<file path="src/rtl/cmdseq_pkg.sv">
// Package: shared field widths and the decoded command record.
// Assumes the command word layout is fixed at 32 bits with the type in bits 1:0.
package cmdseq_pkg;

    localparam int WORD_W  = 32;
    localparam int LINK_W  = 23;   // word bits 25:3
    localparam int CNT_W   = 8;    // word bits 31:24
    localparam int MASK_W  = 4;    // word bits 19:16
    localparam int OFS_W   = 10;   // word bits 11:2

    typedef enum logic [1:0] {
        OP_REDIRECT = 2'b00,
        OP_RUN      = 2'b01,
        OP_QUEUE    = 2'b10,
        OP_BURST    = 2'b11
    } op_e;

    typedef struct packed {
        op_e                op;
        logic               halt;
        logic [LINK_W-1:0]  link;
        logic [CNT_W-1:0]   count;
        logic [MASK_W-1:0]  mask;
        logic [OFS_W-1:0]   offset;
    } cmd_t;

    typedef enum logic [2:0] {
        ST_IDLE,
        ST_FETCH,
        ST_WAIT,
        ST_KICK,
        ST_ENGINE
    } state_e;

endpackage

</file>
<file path="src/rtl/cmdseq_decode.sv">
// Module: cmdseq_decode
// Splits a fetched list word into its command fields. Purely combinational.
// Assumes every two-bit type value is defined, so no error output exists.
module cmdseq_decode
    import cmdseq_pkg::*;
(
    input  logic [WORD_W-1:0] word,
    output cmd_t              cmd
);

    // Field extraction at the fixed bit positions of the command format.
    always_comb begin
        cmd.op     = op_e'(word[1:0]);
        cmd.halt   = word[2];
        cmd.link   = word[25:3];
        cmd.count  = word[31:24];
        cmd.mask   = word[19:16];
        cmd.offset = word[11:2];
    end

endmodule

</file>
<file path="src/rtl/cmdseq_burst.sv">
// Module: cmdseq_burst
// Holds the state of a register burst: remaining words, current index and
// the byte mask. Produces registered write outputs one cycle after a beat.
// Assumes a beat is only presented while active is high.
module cmdseq_burst #(
    parameter int IDX_W  = 10,
    parameter int CNT_W  = 8,
    parameter int BE_W   = 4,
    parameter int DATA_W = 32
) (
    input  logic              clk,
    input  logic              rst_n,
    input  logic              load,
    input  logic [CNT_W-1:0]  load_count,
    input  logic [IDX_W-1:0]  load_idx,
    input  logic [BE_W-1:0]   load_mask,
    input  logic              beat,
    input  logic [DATA_W-1:0] beat_data,
    output logic              active,
    output logic              wr_en,
    output logic [IDX_W-1:0]  wr_idx,
    output logic [BE_W-1:0]   wr_be,
    output logic [DATA_W-1:0] wr_data
);

    logic [CNT_W-1:0] remain_q;
    logic [IDX_W-1:0] idx_q;
    logic [BE_W-1:0]  mask_q;

    // Burst bookkeeping: capture on load, step index and count on each beat.
    always_ff @(posedge clk) begin
        if (!rst_n) begin
            active   <= 1'b0;
            remain_q <= '0;
            idx_q    <= '0;
            mask_q   <= '0;
        end else if (load) begin
            active   <= 1'b1;
            remain_q <= load_count;
            idx_q    <= load_idx;
            mask_q   <= load_mask;
        end else if (beat) begin
            idx_q <= idx_q + IDX_W'(1);
            if (remain_q == '0) begin
                active <= 1'b0;
            end else begin
                remain_q <= remain_q - CNT_W'(1);
            end
        end
    end

    // Write port register: one strobe per beat, enables are the inverted mask.
    always_ff @(posedge clk) begin
        if (!rst_n) begin
            wr_en   <= 1'b0;
            wr_idx  <= '0;
            wr_be   <= '0;
            wr_data <= '0;
        end else begin
            wr_en <= beat;
            if (beat) begin
                wr_idx  <= idx_q;
                wr_be   <= ~mask_q;
                wr_data <= beat_data;
            end
        end
    end

endmodule

</file>
<file path="src/rtl/cmdseq_addr.sv">
// Module: cmdseq_addr
// Forms the two candidate fetch addresses: the next sequential word and the
// 8-byte aligned link target taken from a command. Combinational.
// Assumes ADDR_W is at most 26 so the link field covers the address.
module cmdseq_addr #(
    parameter int ADDR_W = 26,
    parameter int LINK_W = 23
) (
    input  logic [ADDR_W-1:0] pc,
    input  logic [LINK_W-1:0] link,
    output logic [ADDR_W-1:0] seq_addr,
    output logic [ADDR_W-1:0] link_addr
);

    localparam int USE_W = ADDR_W - 3;

    logic [LINK_W-1:0] link_unused;

    // Sequential successor and aligned link target.
    always_comb begin
        seq_addr    = pc + ADDR_W'(4);
        link_addr   = {link[USE_W-1:0], 3'b000};
        link_unused = link;
    end

endmodule

</file>
<file path="src/rtl/cmdlist_sequencer.sv">
// Module: cmdlist_sequencer
// Top level: fetches command words one at a time, decodes them and drives
// the engine handshake and the register write port.
// Assumes one read outstanding at a time and rd_valid at least one cycle
// after rd_req; start is ignored unless idle.
module cmdlist_sequencer
    import cmdseq_pkg::*;
#(
    parameter int ADDR_W = 26,
    parameter int IDX_W  = 10
) (
    input  logic              clk,
    input  logic              rst_n,
    input  logic              start,
    input  logic [ADDR_W-1:0] start_addr,
    output logic              rd_req,
    output logic [ADDR_W-1:0] rd_addr,
    input  logic              rd_valid,
    input  logic [31:0]       rd_data,
    output logic              reg_we,
    output logic [IDX_W-1:0]  reg_idx,
    output logic [3:0]        reg_byte_en,
    output logic [31:0]       reg_wdata,
    output logic              eng_start,
    input  logic              eng_done,
    output logic              seq_idle,
    output logic              list_done
);

    state_e            state_q;
    logic [ADDR_W-1:0] pc_q;
    logic [ADDR_W-1:0] resume_q;
    logic              done_q;
    cmd_t              cmd;
    logic [ADDR_W-1:0] seq_addr;
    logic [ADDR_W-1:0] link_addr;
    logic              burst_active;
    logic              take_word;
    logic              burst_load;
    logic              burst_beat;

    cmdseq_decode u_decode (
        .word (rd_data),
        .cmd  (cmd)
    );

    cmdseq_addr #(
        .ADDR_W (ADDR_W),
        .LINK_W (LINK_W)
    ) u_addr (
        .pc        (pc_q),
        .link      (cmd.link),
        .seq_addr  (seq_addr),
        .link_addr (link_addr)
    );

    // Classify the arriving word as a burst beat or a command.
    always_comb begin
        take_word  = (state_q == ST_WAIT) && rd_valid;
        burst_beat = take_word && burst_active;
        burst_load = take_word && !burst_active && (cmd.op == OP_BURST);
    end

    cmdseq_burst #(
        .IDX_W  (IDX_W),
        .CNT_W  (CNT_W),
        .BE_W   (MASK_W),
        .DATA_W (WORD_W)
    ) u_burst (
        .clk        (clk),
        .rst_n      (rst_n),
        .load       (burst_load),
        .load_count (cmd.count),
        .load_idx   (IDX_W'(cmd.offset)),
        .load_mask  (cmd.mask),
        .beat       (burst_beat),
        .beat_data  (rd_data),
        .active     (burst_active),
        .wr_en      (reg_we),
        .wr_idx     (reg_idx),
        .wr_be      (reg_byte_en),
        .wr_data    (reg_wdata)
    );

    // Sequencer state, fetch pointer, resume pointer and completion flag.
    always_ff @(posedge clk) begin
        if (!rst_n) begin
            state_q  <= ST_IDLE;
            pc_q     <= '0;
            resume_q <= '0;
            done_q   <= 1'b0;
        end else begin
            case (state_q)
                ST_IDLE: begin
                    if (start) begin
                        pc_q    <= {start_addr[ADDR_W-1:2], 2'b00};
                        done_q  <= 1'b0;
                        state_q <= ST_FETCH;
                    end
                end
                ST_FETCH: begin
                    state_q <= ST_WAIT;
                end
                ST_WAIT: begin
                    if (rd_valid) begin
                        if (burst_active) begin
                            pc_q    <= seq_addr;
                            state_q <= ST_FETCH;
                        end else begin
                            case (cmd.op)
                                OP_REDIRECT: begin
                                    pc_q    <= link_addr;
                                    state_q <= ST_FETCH;
                                end
                                OP_RUN: begin
                                    if (cmd.halt) begin
                                        done_q  <= 1'b1;
                                        state_q <= ST_IDLE;
                                    end else begin
                                        resume_q <= seq_addr;
                                        state_q  <= ST_KICK;
                                    end
                                end
                                OP_QUEUE: begin
                                    resume_q <= link_addr;
                                    state_q  <= ST_KICK;
                                end
                                default: begin
                                    pc_q    <= seq_addr;
                                    state_q <= ST_FETCH;
                                end
                            endcase
                        end
                    end
                end
                ST_KICK: begin
                    state_q <= ST_ENGINE;
                end
                ST_ENGINE: begin
                    if (eng_done) begin
                        pc_q    <= resume_q;
                        state_q <= ST_FETCH;
                    end
                end
                default: begin
                    state_q <= ST_IDLE;
                end
            endcase
        end
    end

    // Port outputs derived from the state.
    always_comb begin
        rd_req    = (state_q == ST_FETCH);
        rd_addr   = pc_q;
        eng_start = (state_q == ST_KICK);
        seq_idle  = (state_q == ST_IDLE);
        list_done = done_q;
    end

endmodule

</file>
<file path="config.mk">
export PLATFORM = sky130hd
export DESIGN_NAME = cmdlist_sequencer
export DESIGN_NICKNAME = d
export VERILOG_FILES = /design/src/rtl/cmdseq_pkg.sv /design/src/rtl/cmdseq_decode.sv /design/src/rtl/cmdseq_burst.sv /design/src/rtl/cmdseq_addr.sv /design/src/rtl/cmdlist_sequencer.sv
export SDC_FILE = /design/constraint.sdc
export NUM_CORES = 1
export LEC_CHECK = 0
export ABC_AREA = 1
export BUFFER_PORTS_ARGS = -buffer_cell sky130_fd_sc_hd__buf_2
export CORE_MARGIN = 3
export CORE_UTILIZATION = 50
export DETAILED_ROUTE_END_ITERATION = 10
export MAX_ROUTING_LAYER = met4
export PLACE_DENSITY = 0.77
export SYNTH_ARGS = -nofsm -noshare
export SYNTH_HDL_FRONTEND = slang
export SYNTH_SLANG_ARGS = --single-unit
export TNS_END_PERCENT = 20
</file>
<file path="constraint.sdc">
create_clock -name clk -period 1.4 [get_ports clk]
set_input_delay 0.21 -clock clk [delete_from_list [all_inputs] [get_ports clk]]
set_output_delay 0.21 -clock clk [all_outputs]
set_load 0.03 [all_outputs]
</file>
==> qor.yml <==
power_and_ir_drop:
  p_int_w: 0.0102
  power.leakage_nw: 4.40
  p_per_area_nw_per_um2: 1800
  p_switching_w: 0.00687
  power_w: 0.0170
  seq_power_share_pct: 27.4
  netSwitchingFraction_pct: 40.3
  power_frac_comb_pct: 45.5
  clockPowerShare_pct: 27.1
  peakVddDrop_mv: 1.26
floorplan:
  start_util_pct: 51.9
  rows: 41
  dieArea_um2: 14700
  core_area_um2: 12800
  die_w_um: 121
  die_height_um: 121
  num_io_pins: 140
cells_and_area:
  fill_cells: 975
  area_delta_synth_final_pct: 42.4
  finalNetCount: 1324
  antennaDiodeCount: 0
  layout-drive-gt1-share_pct: 31.5
run:
  max_cap_viol_count: 0
setup_path:
  path_buf_inv: 2
  path_delay_family: "simple AND/OR/NAND/NOR gates"
  path_depth: 10
  reg2reg_slack_ns: -0.18
  path_class: "reg2reg"
  max_stage_delay_ns: 0.36
  rr_endpoint: "u_burst.remain_q[3]$_SDFFE_PN0P_"
  crit_path_max_fanout: 9
  reg2reg_depth: 10
  rr_startpoint: "state_q[2]$_SDFFE_PN0P_"
  arrival_ns: 1.95
  crit_path_start_kind: "flip-flop"
  cp_common_cell: "nor2_4"
  critical_path.endpoint: "u_burst.remain_q[3]$_SDFFE_PN0P_"
  worstSetupEndpointType: "flip-flop"
  worstPathCellList: "nor2_4, nand2_4, nor2_4, nand2_4, nor2_4, buf_4, nand2_1, nand3_1, nand2_1, inv_1"
  slowest_stage: "dfxtp_4"
  required_ns: 1.77
  crit_path_start: "state_q[2]$_SDFFE_PN0P_"
yosys:
  synth.cell_area_um2: 6640
  synth-seq-cells: 126
  syn_inst: 1028
  synth_top_area_share_pct: 38.0
  ys_warn_count: 0
  yosysMostFrequentCell: "nand2_1"
  synthFlopType: "dfxtp_1"
  synthTopCellsByArea: "dfxtp_1, nand2_1, a21oi_1, nor2_1, inv_1"
  synthArstFlopShare_pct: 0
  synthesis.nets: 1099
  synth_common_cells: "nand2_1, dfxtp_1, a21oi_1"
  yosysTopAreaCell: "dfxtp_1"
  ys_seq_area_share_pct: 38.0
  synth_cell_types: 34
  syn_avg_cell_area_um2: 6.45
  synth_edf_count: 0
route:
  vias_per_cell: 5.44
  first_pass_iters: 6
  wl_per_cell_um: 16.1
  drtIter0Drc: 900
  drcViolationCount: 0
  wl_um: 23200
  drtAntennaViolNets: 0
  num_vias: 7821
clocking:
  cts_tree: "yes"
  clock-sinks: 126
  clockRootBuffer: "clkbuf_16"
  cts.reportedPaths.clkPinSlew_ns: 0.06
  cts_buffer_depth: 2
  htreeDepth: 4
  numCtsBuffers: 17
  insertion_delay_ns: 0.43
sta:
  rsz0062_at_grt: "yes"
  slew_viol_final: 0
  whs_ns: 0.0630
  post-route-period-util_pct: 113
  setup_viol: 124
  fmax_ghz: 0.632
  tightest_slew_ns: 0.336
  maxSlewHeadroom_pct: 77.5
  setup_slack_ns: -0.181
  finalCriticalPeriod_ns: 1.58
  final_hold_viol_count: 0
  fin_skew_ns: 0.0123
grt:
  grt.overflow.total: 0
  first_global_vias: 6973
  grt_usage_pct: 31.0
  antenna_found_initial: 0
  grt_pass1_wl_um: 34800
  grt_max_degree: 64
placed_design:
  numPortBuffers: 137
  gp_congestion: 0.975
  dp_hpwl_um: 14800
run_status:
  violations: "setup timing"
  status: "finished, violations left"
hold_path:
  worstHoldPathType: "in2reg"
## worst reg2reg max path: cells and delay by family, from the launching register on
family / cells / cell delay, ns
and+or+nand+nor: 8 / 0.90
DFF: 1 / 0.36
buffers and inverters: 2 / 0.25
## registers in the layout, summed over array words and instances (netlist names)
signal,flops
u_burst.wr_data,32
list_done,1
u_burst.remain_q,8
u_burst.wr_be,4
u_burst.wr_idx,10
u_burst.wr_en,1
u_burst.idx_q,10
rd_addr,26
u_burst.mask_q,4
resume_q,26
state_q,3
u_burst.active,1
## logic make-up after synthesis
logic type	count (synthesis)	share of synthesized area, %
AO/OA/AOI/OAI	218	16.9
XOR/XNOR	17	2.24
adder cells (fa/ha/maj)	8	1.51
buffers and inverters	134	8.90
flip-flops	126	38.0
AND/OR/NAND/NOR	525	32.5
## repair_timing
item                                   in CTS  in global routing
cloned                                      5                  2
endpoints found under the hold margin       1                  0
hold buffers                                1                  0
pin swaps                                  17                 10
setup endpoints to repair                 110                128
gates resized for setup                    84                 55
buffers inserted                            5                  3
## layer usage
| layer | part of all wire, % | GRT usage (%) | vias up |
|---|---|---|---|
| li1 | - | - | 3752 |
| met5 | 0 | - | - |
| met4 | 3.4 | 14.1 | 0 |
| met2 | 47 | 47.5 | 426 |
| met1 | 40 | 39.4 | 3575 |
| met3 | 9.9 | 6.81 | 68 |
## stage by stage
| stage | util (%) | TNS (ns) | cell area [um2] | instances | worst slack (ns) |
|---|---|---|---|---|---|
| floorplan | - | -0.821 | 6690 | 1028 | -0.0842 |
| global placement | 64.3 | -6.03 | 8220 | 1390 | -0.154 |
| detailed placement | 64.3 | -8.63 | 8220 | 1390 | -0.172 |
| CTS | 72.3 | -10.39 | 9230 | 1433 | -0.145 |
| global route | 74.0 | -20.16 | 9450 | 1438 | -0.263 |
| finish | 74.0 | -11.29 | 9450 | 1438 | -0.181 |
## power by group through the flow
| stage | clock network, W | logic (W) | registers, W |
|---|---|---|---|
| 6_report | 0.00462 | 0.00776 | 0.00467 |
| 5_1_grt | 0.00480 | 0.00831 | 0.00470 |
| 4_1_cts | 0.00464 | 0.00702 | 0.00463 |
| 3_5_place_dp | 0 | 0.00599 | 0.00468 |
| 3_3_place_gp | 0 | 0.00591 | 0.00468 |
| 2_1_floorplan | 0 | 0.00301 | 0.00542 |
## layout make-up
class	count	area (um2)	area share, %
repair buffers	252	1860	19.7
flip-flops and latches	126	2550	27.0
inverters	85	337	3.56
multi-input cells	771	3870	41.0
well taps	172	215	2.28
clock inverters	13	163	1.72
clock buffers	19	453	4.79
## cell usage in the layout (no fill, tap or decap), types with 7 or more instances in the layout
| cell | n |
|---|---|
| nand2_4 | 9 |
| inv_2 | 8 |
| inv_1 | 73 |
| nand2_1 | 323 |
| buf_2 | 133 |
| clkbuf_16 | 19 |
| a31oi_1 | 9 |
| a21oi_2 | 10 |
| buf_6 | 14 |
| ha_1 | 7 |
| buf_4 | 86 |
| nor2_1 | 90 |
| dfxtp_2 | 10 |
| buf_12 | 13 |
| o21ai_0 | 34 |
| nand2_2 | 22 |
| a21oi_1 | 115 |
| nor2_4 | 11 |
| o21ai_1 | 39 |
| dfxtp_1 | 112 |
| nor2_2 | 16 |
| xor2_1 | 13 |
| nand3_1 | 38 |
## how the worst min path moves through the flow
stage,from,end,depth (start not counted)
final,rd_data[12],u_burst.wr_data[12]$_SDFFE_PN0P_,3
after global routing,rd_data[31],u_burst.wr_data[31]$_SDFFE_PN0P_,3
after CTS,rd_data[31],u_burst.wr_data[31]$_SDFFE_PN0P_,3
after detailed placement,u_burst.mask_q[1]$_SDFFE_PN0P_,u_burst.wr_be[1]$_SDFFE_PN0P_,1
after global placement,start,list_done$_SDFFE_PN0P_,2
after floorplan,start,list_done$_SDFFE_PN0P_,1
Power figures use the tool's default switching activity.
